$ cat src/rtl/sigdet_pkg.sv
// sigdet_pkg: shared constants, mode type and mode-to-check mapping for
// the signal detect qualifier. Assumes 10-bit characters with the
// first-received bit in bit 0.
package sigdet_pkg;

    localparam int CHAR_W = 10;

    // Negative-disparity comma character, first-received bit in bit 0.
    localparam logic [CHAR_W-1:0] K285_NEG  = 10'h17C;
    localparam logic [CHAR_W-1:0] ALL_ZEROS = '0;
    localparam logic [CHAR_W-1:0] ALL_ONES  = '1;

    typedef enum logic [1:0] {
        MODE_NORMAL  = 2'd0,
        MODE_NOALIGN = 2'd1,
        MODE_LOOP    = 2'd2
    } sd_mode_e;

    typedef struct packed {
        logic amp;   // amplitude check enabled
        logic run;   // all-zeros / all-ones check enabled
        logic kchr;  // qualifying-character timeout enabled
    } sd_enable_t;

    // Map the two mode pins to a mode.
    function automatic sd_mode_e decode_mode(input logic lb, input logic al);
        if (lb)      return MODE_LOOP;
        else if (al) return MODE_NOALIGN;
        else         return MODE_NORMAL;
    endfunction

    // Map a mode to the set of checks that take part.
    function automatic sd_enable_t mode_enables(input sd_mode_e m);
        sd_enable_t e;
        e.amp = 1'b1;
        unique case (m)
            MODE_NORMAL:  begin e.run = 1'b1; e.kchr = 1'b1; end
            MODE_NOALIGN: begin e.run = 1'b1; e.kchr = 1'b0; end
            default:      begin e.run = 1'b0; e.kchr = 1'b0; end
        endcase
        return e;
    endfunction

endpackage

$ cat src/rtl/sd_window_ctr.sv
// sd_window_ctr: counts accepted characters and flags the last character
// of each evaluation window.
// Assumes WIN_CHARS >= 2. Only strobed characters advance the count.
module sd_window_ctr #(
    parameter int WIN_CHARS = 8
) (
    input  logic clk,
    input  logic rst_n,
    input  logic char_valid,
    output logic win_end
);
    localparam int CW = (WIN_CHARS > 2) ? $clog2(WIN_CHARS) : 1;
    localparam logic [CW-1:0] LAST = CW'(WIN_CHARS - 1);

    logic [CW-1:0] wcnt;

    // The closing character is the strobed one at the last count.
    assign win_end = char_valid && (wcnt == LAST);

    // Advance on each strobe, wrap at the end of the window.
    always_ff @(posedge clk) begin
        if (!rst_n)          wcnt <= '0;
        else if (win_end)    wcnt <= '0;
        else if (char_valid) wcnt <= wcnt + 1'b1;
    end

    AST_WCNT_RANGE: assert property (@(posedge clk) disable iff (!rst_n)
        wcnt <= LAST);
    AST_WCNT_IDLE_HOLD: assert property (@(posedge clk) disable iff (!rst_n)
        !char_valid |=> $stable(wcnt));

endmodule

$ cat src/rtl/sd_pattern_mon.sv
// sd_pattern_mon: tracks amplitude drop-outs and all-zeros / all-ones
// characters within the current window.
// Assumes amp_ok is sampled on every clock edge and char_in only when
// char_valid is high. The "now" outputs include the current cycle, so
// the closing character is counted in its own window.
module sd_pattern_mon
    import sigdet_pkg::*;
(
    input  logic              clk,
    input  logic              rst_n,
    input  logic              char_valid,
    input  logic [CHAR_W-1:0] char_in,
    input  logic              amp_ok,
    input  logic              win_end,
    output logic              amp_pass_now,
    output logic              run_pass_now
);
    logic amp_bad_q, run_bad_q;
    logic run_hit;

    // A strobed character that is a forbidden run code.
    assign run_hit = char_valid && ((char_in == ALL_ZEROS) || (char_in == ALL_ONES));

    // Pass flags as seen on this cycle, current inputs included.
    always_comb begin
        amp_pass_now = !(amp_bad_q || !amp_ok);
        run_pass_now = !(run_bad_q || run_hit);
    end

    // Sticky failure flags, cleared when a window closes.
    always_ff @(posedge clk) begin
        if (!rst_n || win_end) begin
            amp_bad_q <= 1'b0;
            run_bad_q <= 1'b0;
        end else begin
            amp_bad_q <= !amp_pass_now;
            run_bad_q <= !run_pass_now;
        end
    end

    AST_AMP_STICKY: assert property (@(posedge clk) disable iff (!rst_n)
        (!amp_ok && !win_end) |=> !amp_pass_now);
    AST_RUN_STICKY: assert property (@(posedge clk) disable iff (!rst_n)
        (run_hit && !win_end) |=> !run_pass_now);

endmodule

$ cat src/rtl/sd_k285_timer.sv
// sd_k285_timer: counts accepted characters since the last qualifying
// comma character and reports an expiry within the current window.
// Assumes TIMEOUT >= 2. The count restarts on every qualifying character
// and also after an expiry.
module sd_k285_timer
    import sigdet_pkg::*;
#(
    parameter int TIMEOUT = 65560
) (
    input  logic              clk,
    input  logic              rst_n,
    input  logic              char_valid,
    input  logic [CHAR_W-1:0] char_in,
    input  logic              win_end,
    output logic              k_pass_now
);
    localparam int KW = $clog2(TIMEOUT);
    localparam logic [KW-1:0] KLAST = KW'(TIMEOUT - 1);

    logic [KW-1:0] kcnt;
    logic          miss_q;
    logic          k_hit, expire;

    assign k_hit  = char_valid && (char_in == K285_NEG);
    assign expire = char_valid && !k_hit && (kcnt == KLAST);

    // An expiry on this cycle already fails the window.
    assign k_pass_now = !(miss_q || expire);

    // Characters since the last qualifying one.
    always_ff @(posedge clk) begin
        if (!rst_n)               kcnt <= '0;
        else if (k_hit || expire) kcnt <= '0;
        else if (char_valid)      kcnt <= kcnt + 1'b1;
    end

    // Sticky miss flag for the current window.
    always_ff @(posedge clk) begin
        if (!rst_n || win_end) miss_q <= 1'b0;
        else                   miss_q <= !k_pass_now;
    end

    AST_KCNT_RANGE: assert property (@(posedge clk) disable iff (!rst_n)
        kcnt <= KLAST);
    AST_K_RESTART: assert property (@(posedge clk) disable iff (!rst_n)
        k_hit |=> (kcnt == '0));

endmodule

$ cat src/rtl/sigdet_qualifier.sv
// sigdet_qualifier: top level. Combines the amplitude, run and
// qualifying-character checks under the selected mode at the close of
// each window, and registers the result for the next window.
// Assumes the mode pins are steady across a window. They are sampled on
// the closing edge.
module sigdet_qualifier
    import sigdet_pkg::*;
#(
    parameter int WIN_CHARS = 8,
    parameter int K_TIMEOUT = 65560
) (
    input  logic              clk,
    input  logic              rst_n,
    input  logic              char_valid,
    input  logic [CHAR_W-1:0] char_in,
    input  logic              amp_ok,
    input  logic              loopback,
    input  logic              align_en,
    output logic              sig_detect
);
    logic       win_end;
    logic       amp_pass_now, run_pass_now, k_pass_now;
    sd_mode_e   mode;
    sd_enable_t en;
    logic       window_ok;

    sd_window_ctr #(.WIN_CHARS(WIN_CHARS)) u_win (
        .clk(clk), .rst_n(rst_n), .char_valid(char_valid), .win_end(win_end)
    );

    sd_pattern_mon u_pat (
        .clk(clk), .rst_n(rst_n), .char_valid(char_valid), .char_in(char_in),
        .amp_ok(amp_ok), .win_end(win_end),
        .amp_pass_now(amp_pass_now), .run_pass_now(run_pass_now)
    );

    sd_k285_timer #(.TIMEOUT(K_TIMEOUT)) u_k (
        .clk(clk), .rst_n(rst_n), .char_valid(char_valid), .char_in(char_in),
        .win_end(win_end), .k_pass_now(k_pass_now)
    );

    // Mode selection and masking: a masked check counts as passing.
    always_comb begin
        mode      = decode_mode(loopback, align_en);
        en        = mode_enables(mode);
        window_ok = (!en.amp  || amp_pass_now) &&
                    (!en.run  || run_pass_now) &&
                    (!en.kchr || k_pass_now);
    end

    // Output register, loaded only when a window closes.
    always_ff @(posedge clk) begin
        if (!rst_n)       sig_detect <= 1'b0;
        else if (win_end) sig_detect <= window_ok;
    end

    AST_RESET_LOW: assert property (@(posedge clk)
        !rst_n |=> !sig_detect);
    AST_HOLD_MIDWINDOW: assert property (@(posedge clk) disable iff (!rst_n)
        !win_end |=> $stable(sig_detect));
    AST_AMP_FAIL_LOW: assert property (@(posedge clk) disable iff (!rst_n)
        (win_end && !amp_pass_now) |=> !sig_detect);
    AST_LOOP_AMP_ONLY: assert property (@(posedge clk) disable iff (!rst_n)
        (win_end && loopback && amp_pass_now) |=> sig_detect);
    AST_RUN_FAIL_LOW: assert property (@(posedge clk) disable iff (!rst_n)
        (win_end && !loopback && !run_pass_now) |=> !sig_detect);

endmodule

$ cat config.mk
export PLATFORM = sky130hd
export DESIGN_NAME = sigdet_qualifier
export DESIGN_NICKNAME = d
export VERILOG_FILES = /design/src/rtl/sigdet_pkg.sv /design/src/rtl/sd_window_ctr.sv /design/src/rtl/sd_pattern_mon.sv /design/src/rtl/sd_k285_timer.sv /design/src/rtl/sigdet_qualifier.sv
export SDC_FILE = /design/constraint.sdc
export NUM_CORES = 1
export LEC_CHECK = 0
export BUFFER_PORTS_ARGS = -buffer_cell sky130_fd_sc_hd__buf_2
export CELL_PAD_IN_SITES_DETAIL_PLACEMENT = 0
export CELL_PAD_IN_SITES_GLOBAL_PLACEMENT = 1
export CORE_UTILIZATION = 44
export DETAILED_ROUTE_END_ITERATION = 6
export GPL_ROUTABILITY_DRIVEN = 0
export GPL_TIMING_DRIVEN = 0
export PLACE_DENSITY = 0.81
export SYNTH_ARGS = -nofsm -noshare
export SYNTH_HDL_FRONTEND = slang
export SYNTH_SLANG_ARGS = --single-unit
$ cat constraint.sdc
create_clock -name clk -period 3.21 [get_ports clk]
set_clock_uncertainty 0.15 [all_clocks]
set_input_delay 0.642 -clock clk [delete_from_list [all_inputs] [get_ports clk]]
set_output_delay 0.642 -clock clk [all_outputs]
set_load 0.02 [all_outputs]
After elaboration in Yosys (flattened, before gate mapping)
Index checks and enable logic that the tools add are counted.
- $add $sub $neg: 2
- equal/unequal tests: 5
- mux-type cells: 3
- bitwise operators: 1
- reductions and logical operators: 27
- operators by type and width (kind ; number):
    $add 17x1->17 const B ; 1
    $eq 17x17->1 const B ; 1
    $eq 10x10->1 const B ; 1
    $eq 10x9->1 const B ; 1
    $logic_not 10->1 ; 1
    $logic_not 1->1 ; 8
    $logic_or 1x1->1 ; 8
    $logic_and 1x1->1 ; 7
    $pmux 2 s2 ; 1
    $reduce_or 2->1 ; 2
    $add 3x1->3 const B ; 1
    $eq 3x3->1 const B ; 1
    $eq 2x1->1 const B ; 1
    $logic_not 2->1 ; 1
    $mux 2 ; 1
    $mux 1 ; 1
    $not 1->1 ; 1
- flip-flop bits (word level): 24
- input bits: 16
- logic and storage cells: 44

Longest topological paths before layout
Gate-level depths: netlist of the first run.
- word-level depth: 9
- gate-level depth with buffers: 6

Modules after synthesis
From an unflattened synthesis of the first run, not the netlist that was laid out.
- cells, all modules: 135
- area total of the unflattened synthesis: 1251.2 um^2
- by module, submodules not included (module ; instances ; cells each ; area each (um^2)):
    sd_k285_timer ; 1 ; 98 ; 884.6
    sd_window_ctr ; 1 ; 14 ; 156.4
    sd_pattern_mon ; 1 ; 17 ; 153.9
    sigdet_qualifier ; 1 ; 6 ; 56.3

Least setup slack after synthesis of the first run
No wires, ideal clock.
- path kind: input -> register
- start point: in char_in[1]
- end point: reg u_k.kcnt[10]
- setup time: 0.115 ns
- arrival: 1.945 ns
- setup slack: 1.000 ns
- cell stages on the path: 5
- path buffers: 1
- path through: or4_1 o41a_1 o31ai_2 buf_4 nor2_1
- word-level cells in the longest chain between the ends: 7
- RTL lines (what ; RTL line ; RTL):
    start, declared ; sigdet_qualifier.sv:15 ; input logic [CHAR_W-1:0] char_in,
    $eq 10x9->1 (*) ; sd_k285_timer.sv:24 ; assign k_hit = char_valid && (char_in == K285_NEG);
    $logic_and 1x1->1 (*) ; sd_k285_timer.sv:24 ;
    $logic_not 1->1 ; sd_k285_timer.sv:25 ; assign expire = char_valid && !k_hit && (kcnt == KLAST);
    $logic_and 1x1->1 (2 in a row) ; sd_k285_timer.sv:25 ;
    $logic_or 1x1->1 (*) ; sd_k285_timer.sv:33 ; else if (k_hit || expire) kcnt <= '0;
    $reduce_or 2->1 (no source line) (*) ; -- ;
    end signal, assigned ; sd_k285_timer.sv:34 ; else if (char_valid) kcnt <= kcnt + 1'b1;
    end, declared ; sd_k285_timer.sv:20 ; logic [KW-1:0] kcnt;
Mark *: on every way between the ends. The rest lies on a longest branch, timed or not.
A chain may end at the register's enable or synchronous reset.

Worst setup path after layout of the first run
- start point: in char_valid
- end point: reg u_k.kcnt[1]
- word-level cells in the longest chain between the ends: 6
- RTL lines (what ; RTL line ; RTL):
    start, declared ; sigdet_qualifier.sv:14 ; input logic char_valid,
    $logic_and 1x1->1 ; sd_k285_timer.sv:24 ;
    $logic_not 1->1 ; sd_k285_timer.sv:25 ;
    $logic_and 1x1->1 (2 in a row) ; sd_k285_timer.sv:25 ;
    $logic_or 1x1->1 ; sd_k285_timer.sv:33 ;
    $reduce_or 2->1 (no source line) ; -- ;
Parallel ways exist; a longest one is shown, timed or not.

==> flow_summary.json, run 1 <==
{
  "track_usage": 0.184,
  "ys.flop_type": "dfxtp_1",
  "grt_remaining_overflow": 0,
  "clk_path_buf_depth": 2,
  "hp-class": "flop to flop",
  "worstReg2RegEnd": "u_k.kcnt[1]$_SDFFE_PP0P_",
  "ys_seq_area_frac": 0.412,
  "endpoint": "u_k.kcnt[1]$_SDFFE_PP0P_",
  "syn_to_final_growth_pct": 14.6,
  "powerDensity_mw_per_mm2": 424,
  "fin_tns_setup_ns": 0,
  "numCtsBuffers": 3,
  "period_share": 0.691,
  "clk_latency_ns": 0.32,
  "netlist_area_mm2": 0.00117,
  "drtIter0Drc": 13,
  "cts_root_buf": "clkbuf_4",
  "r2r_slack_ns": 1.07,
  "fin_area_mm2": 0.00134,
  "total_power_uw": 567,
  "max-cap-violations": 0,
  "critPathLaunchType": "primary input",
  "hold_viol_final": 0,
  "vias": 986,
  "io_pins": 17,
  "yosysWarnings": 0,
  "crit_path_end_kind": "flop",
  "tightest_slew_ns": 0.703,
  "syn_inst": 136,
  "dp_hpwl_um": 1670,
  "cts_tree": "done",
  "synthArstFlopShare": 0,
  "post_cts_resized": 0,
  "drive_above_1_share": 0.179,
  "fillerInstances": 241,
  "num_antenna_cells": 0,
  "die_w_um": 53.5,
  "synth-seq-cells": 24,
  "post_cts_buffers": 0,
  "p_leak_uw": 0.000479,
  "final_max_slew_viol_count": 0,
  "core_mm2": 0.00250,
  "worst-path-max-fanout": 10,
  "r2r_start": "u_k.kcnt[0]$_SDFFE_PP0P_",
  "drc": 0,
  "utilization": 0.535,
  "htreeDepth": 1,
  "cts.sinks": 24,
  "worstSetupPathType": "primary input to flop",
  "grt_pass1_vias": 883,
  "cts.clk_slew.worst_paths_ns": 0.13,
  "ys_types": 33,
  "cp.required_ns": 3.29,
  "postCtsHoldBufs": 0,
  "synth_edf_count": 0,
  "status": "finished, final reports clean",
  "avgViaCountPerCell": 5.30,
  "nNetsFinal": 176,
  "r2r.worst_path.cells": 6,
  "fp.dieH_um": 53.5,
  "wl_per_cell_um": 11.9,
  "wirelength_um": 2220,
  "port_buffers": 16,
  "num_rows": 18,
  "setup-violations-final": 0,
  "syn-num-nets": 155,
  "peakVddDrop_v": 0.000339,
  "grt_pass1_wl_um": 3840,
  "crit_start": "char_valid",
  "grt_max_degree": 15,
  "relSlewSlack": 0.529,
  "ant_nets": 0,
  "fmax_ghz": 0.451,
  "period_needed_ns": 2.22,
  "antenna_found_initial": 0,
  "avgSynthCellArea_um2": 8.58,
  "initial_utilization": 0.467,
  "die_area_mm2": 0.00286,
  "critPathArrivalTime_ns": 2.30,
  "drtPass1Iterations": 4,
  "rsz0062_at_grt": "no",
  "place_area_mm2": 0.00128
}
==> layout by cell type, fill, tap and decap left out, types with 2 or more instances in the layout <==
| master | synthesis | final |
|---|---|---|
| dfxtp_1 | 24 | 24 |
| nor2_1 | 22 | 22 |
| buf_2 | 2 | 18 |
| nand2_1 | 12 | 12 |
| xnor2_1 | 10 | 10 |
| inv_1 | 8 | 8 |
| nor4_1 | 6 | 6 |
| nor3_1 | 5 | 5 |
| nand3_1 | 4 | 4 |
| or3_1 | 4 | 4 |
| nand4_1 | 3 | 3 |
| xor2_1 | 3 | 3 |
| mux2i_1 | 3 | 3 |
| o31ai_1 | 3 | 3 |
| a21oi_1 | 3 | 3 |
| ha_1 | 3 | 3 |
| clkbuf_4 | 0 | 3 |
| nor4b_1 | 2 | 2 |
| or4_1 | 2 | 2 |
| nor2b_1 | 2 | 2 |
| o21ai_0 | 2 | 2 |
==> worst min-delay path by stage <==
stage / cells past startpoint / end / slack, ns / from
final: 2 / u_pat.amp_bad_q$_SDFF_PP0_ / 0.33 / u_pat.amp_bad_q$_SDFF_PP0_
after global routing: 2 / u_k.kcnt[15]$_SDFFE_PP0P_ / 0.38 / u_k.kcnt[15]$_SDFFE_PP0P_
after CTS: 2 / u_pat.amp_bad_q$_SDFF_PP0_ / 0.34 / u_pat.amp_bad_q$_SDFF_PP0_
after detailed placement: 2 / u_pat.amp_bad_q$_SDFF_PP0_ / 0.30 / u_pat.amp_bad_q$_SDFF_PP0_
after global placement: 2 / u_pat.amp_bad_q$_SDFF_PP0_ / 0.29 / u_pat.amp_bad_q$_SDFF_PP0_
after floorplan: 2 / u_pat.amp_bad_q$_SDFF_PP0_ / 0.27 / u_pat.amp_bad_q$_SDFF_PP0_
==> synth_stat cells, types with 2 or more instances <==
master    n  area share
dfxtp_1  24        0.41
a21oi_1   3       0.013
nand2_1  12       0.039
nand3_1   4       0.017
inv_1     8       0.026
xor2_1    3       0.023
nor2b_1   2       0.011
nor2_1   22       0.071
nor4b_1   2       0.015
or4_1     2       0.013
xnor2_1  10       0.075
nor3_1    5       0.021
nor4_1    6       0.032
o31ai_1   3       0.019
o21ai_0   2      0.0086
or3_1     4       0.021
nand4_1   3       0.016
ha_1      3       0.032
mux2i_1   3       0.026
buf_2     2      0.0086
==> layer usage <==
metal | track usage | vias up | share of wire
met5 | 0 | - | 0
met4 | 0.0395 | 0 | 0.0036
met3 | 0.0603 | 2 | 0.023
met2 | 0.271 | 7 | 0.45
met1 | 0.258 | 457 | 0.52
li1 | - | 520 | -
==> area by class of cell <==
type                       instances  area [um2]  share of cell area
buffer                             3        17.5              0.0131
clock inverter                     1        30.0              0.0225
tap                               30        37.5              0.0281
inverter                           8        30.0              0.0225
clock buffer                       3        22.5              0.0168
sequential                        24         480               0.359
multi-input combinational        101         639               0.478
timing repair buffer              16        80.1              0.0599
==> registers in the layout (all words and copies together), names as in the netlist <==
signal,count
u_pat.run_bad_q,1
u_win.wcnt,3
sig_detect,1
u_k.miss_q,1
u_pat.amp_bad_q,1
u_k.kcnt,17
==> per-stage QoR <==
stage / hold WS (ns) / worst slack (ns) / instances
after CTS: 0.338 / 0.967 / 186
final: 0.329 / 0.992 / 186
after global placement: 0.288 / 0.640 / 182
after floorplan: 0.274 / 1.00 / 136
after global routing: 0.385 / 0.855 / 186
after detailed placement: 0.304 / 0.612 / 182
==> critical path, cell delays in order <==
cell and delay, ns:
buf_2 0.09, buf_2 0.24, and3_1 0.22, nand3_1 0.13
o31ai_2 0.61, buf_4 0.30, nor2_1 0.06
==> power breakdown <==
part / switching, uW / internal, uW
Clock: 93.7 / 126
Combinational: 19.7 / 18.6
Sequential: 4.38 / 304
==> logic make-up after synthesis <==
family                   Yosys count  synth area share
adder cells (fa/ha/maj)            3            0.0322
AO/OA/AOI/OAI                     14            0.0890
flip-flops                        24             0.412
XOR/XNOR                          13            0.0975
buffers and inverters             11            0.0407
AND/OR/NAND/NOR                   67             0.294
multiplexers                       4            0.0354
Note: power is estimated with default switching activity, not from simulation.
==> run 2: changes to the inputs <==
Settings changed: CORE_UTILIZATION 44 to 41, PLACE_DENSITY 0.81 to 0.77.
Clock period 3.21 ns to 2.2 ns, I/O delays scaled along.
==> flow_summary.json, run 2 (synthesis results as in run 1) <==
{
  "setup-violations-final": 0,
  "htreeDepth": 1,
  "r2r_start": "u_k.kcnt[0]$_SDFFE_PP0P_",
  "crit_path_end_kind": "flop",
  "layout_commonest_cell": "dfxtp_1",
  "stdcell_count": 186,
  "path_depth": 5,
  "syn_to_final_growth_pct": 14.4,
  "crit_start": "u_k.kcnt[0]$_SDFFE_PP0P_",
  "place_area_mm2": 0.00128,
  "regArea_um2": 480,
  "period_needed_ns": 2.06,
  "initial_utilization": 0.451,
  "cts.sinks": 24,
  "core_mm2": 0.00259,
  "wl_per_cell_um": 11.8,
  "ant_nets": 0,
  "hold_viol_final": 0,
  "clk_latency_ns": 0.32,
  "r2r.worst_path.cells": 5,
  "worstSetupPathType": "flop to flop",
  "num_rows": 18,
  "track_usage": 0.156,
  "clk_path_buf_depth": 2,
  "grt_pass1_vias": 915,
  "die_w_um": 55.4,
  "grt_max_degree": 14,
  "relSlewSlack": 0.700,
  "fillerInstances": 262,
  "tightest_slew_ns": 0.450,
  "worst-path-max-fanout": 5,
  "largest_reg_flops": 17,
  "powerDensity_mw_per_mm2": 555,
  "multi_input_area_um2": 653,
  "met3_length_um": 82,
  "wirelength_um": 2190,
  "drc": 0,
  "final_max_slew_viol_count": 0,
  "max_flop_register": "u_k.kcnt",
  "max-cap-violations": 0,
  "grt_remaining_overflow": 0,
  "min_from": "align_en",
  "numCtsBuffers": 3,
  "cp.required_ns": 2.32,
  "io_pins": 17,
  "drtPass1Iterations": 4,
  "max_stage_delay_ns": 0.48,
  "largest_registers": "u_k.kcnt x17, u_win.wcnt x3",
  "r2r_slack_ns": 0.14,
  "cts_tree": "done",
  "cpMaxStageDelayCell": "or4_4",
  "post_cts_buffers": 0,
  "dp.cells": 182,
  "nNetsFinal": 176,
  "cp_top_family": "simple AND/OR/NAND/NOR gates",
  "avgViaCountPerCell": 5.37,
  "met2WireLength_um": 934,
  "cts.clk_slew.worst_paths_ns": 0.13,
  "cts_root_buf": "clkbuf_4",
  "top_layer": "met4",
  "hp-class": "primary input to flop",
  "dp_hpwl_um": 1620,
  "path_cells": "ha_1 > nand3_1 > or3_4 > or4_4 > a21oi_2",
  "critPathLaunchType": "flop",
  "die_area_mm2": 0.00306,
  "period_share": 0.937,
  "fp.dieH_um": 55.4,
  "rsz0062_at_grt": "no",
  "num_antenna_cells": 0,
  "port_buffers": 16,
  "peakVddDrop_v": 0.000420,
  "holdPathStages": 3,
  "critPathArrivalTime_ns": 2.18,
  "status": "finished, final reports clean",
  "drive_above_1_share": 0.186,
  "antenna_found_initial": 0,
  "p_leak_uw": 0.000475,
  "final_cell_mix": "dfxtp_1 (24), nor2_1 (22), buf_2 (18), nand2_1 (12), xnor2_1 (10)",
  "fin_area_mm2": 0.00134,
  "grt_pass1_wl_um": 3880,
  "vias": 998,
  "cp.buffers_inverters": 0,
  "drtIter0Drc": 30,
  "fmax_ghz": 0.485,
  "wl_met1_um": 1140
}
run 2: cell count changes in the layout (fill, tap and decap cells not counted), sizes merged:
cell and change:
bufinv -1, clkbuf +1
run 2: what timing repair did:
item                                    CTS  global route
endpoints found under the setup margin    0            11
hold buffers                              0             0
resized for setup                         0             2
run 2: final timing paths:
| kind | endpoint |
|---|---|
| worst max-delay path | u_k.kcnt[16]$_SDFFE_PP0P_ |
| worst min-delay path | sig_detect$_SDFFE_PN0P_ |
| worst max register to register | u_k.kcnt[16]$_SDFFE_PP0P_ |
| worst min register to register | u_pat.amp_bad_q$_SDFF_PP0_ |
run 2: worst reg2reg max path, delay by kind of cell, from the launching register on:
kind / cells / cell delay (ns)
DFF: 1 / 0.41
adders and majority gates: 1 / 0.20
AOI/OAI and AO/OA: 1 / 0.13
and+or+nand+nor: 3 / 1.12
run 2: layer usage:
metal,global-route usage,up-vias
li1,-,524
met1,0.208,453
met2,0.246,16
met3,0.0304,5
met4,0.0643,0
met5,0,-
run 2: layout make-up:
cell class                 instances  area share
multi-input combinational        101       0.489
sequential                        24       0.360
timing repair buffer              16      0.0600
tap                               30      0.0281
clock buffer                       4      0.0272
inverter                           8      0.0225
buffer                             3      0.0131
run 2: where the power goes:
part,internal (uW),total (uW),switching (uW)
logic,27.7,57.4,29.7
registers,444,450,6.48
clock network,101,234,133
run 2: metrics by stage:
step / hold WS [ns] / utilization / total power (uW) / setup WS [ns] / TNS, ns
CTS: 0.207 / 0.510 / 751 / 0.0433 / 0
finish: 0.216 / 0.515 / 742 / 0.138 / 0
floorplan: 0.274 / - / 492 / 0.192 / 0
detailed placement: 0.296 / 0.496 / 516 / -0.188 / -1.86
global route: 0.201 / 0.515 / 772 / 0.0251 / 0
global placement: 0.287 / 0.496 / 514 / -0.177 / -1.75
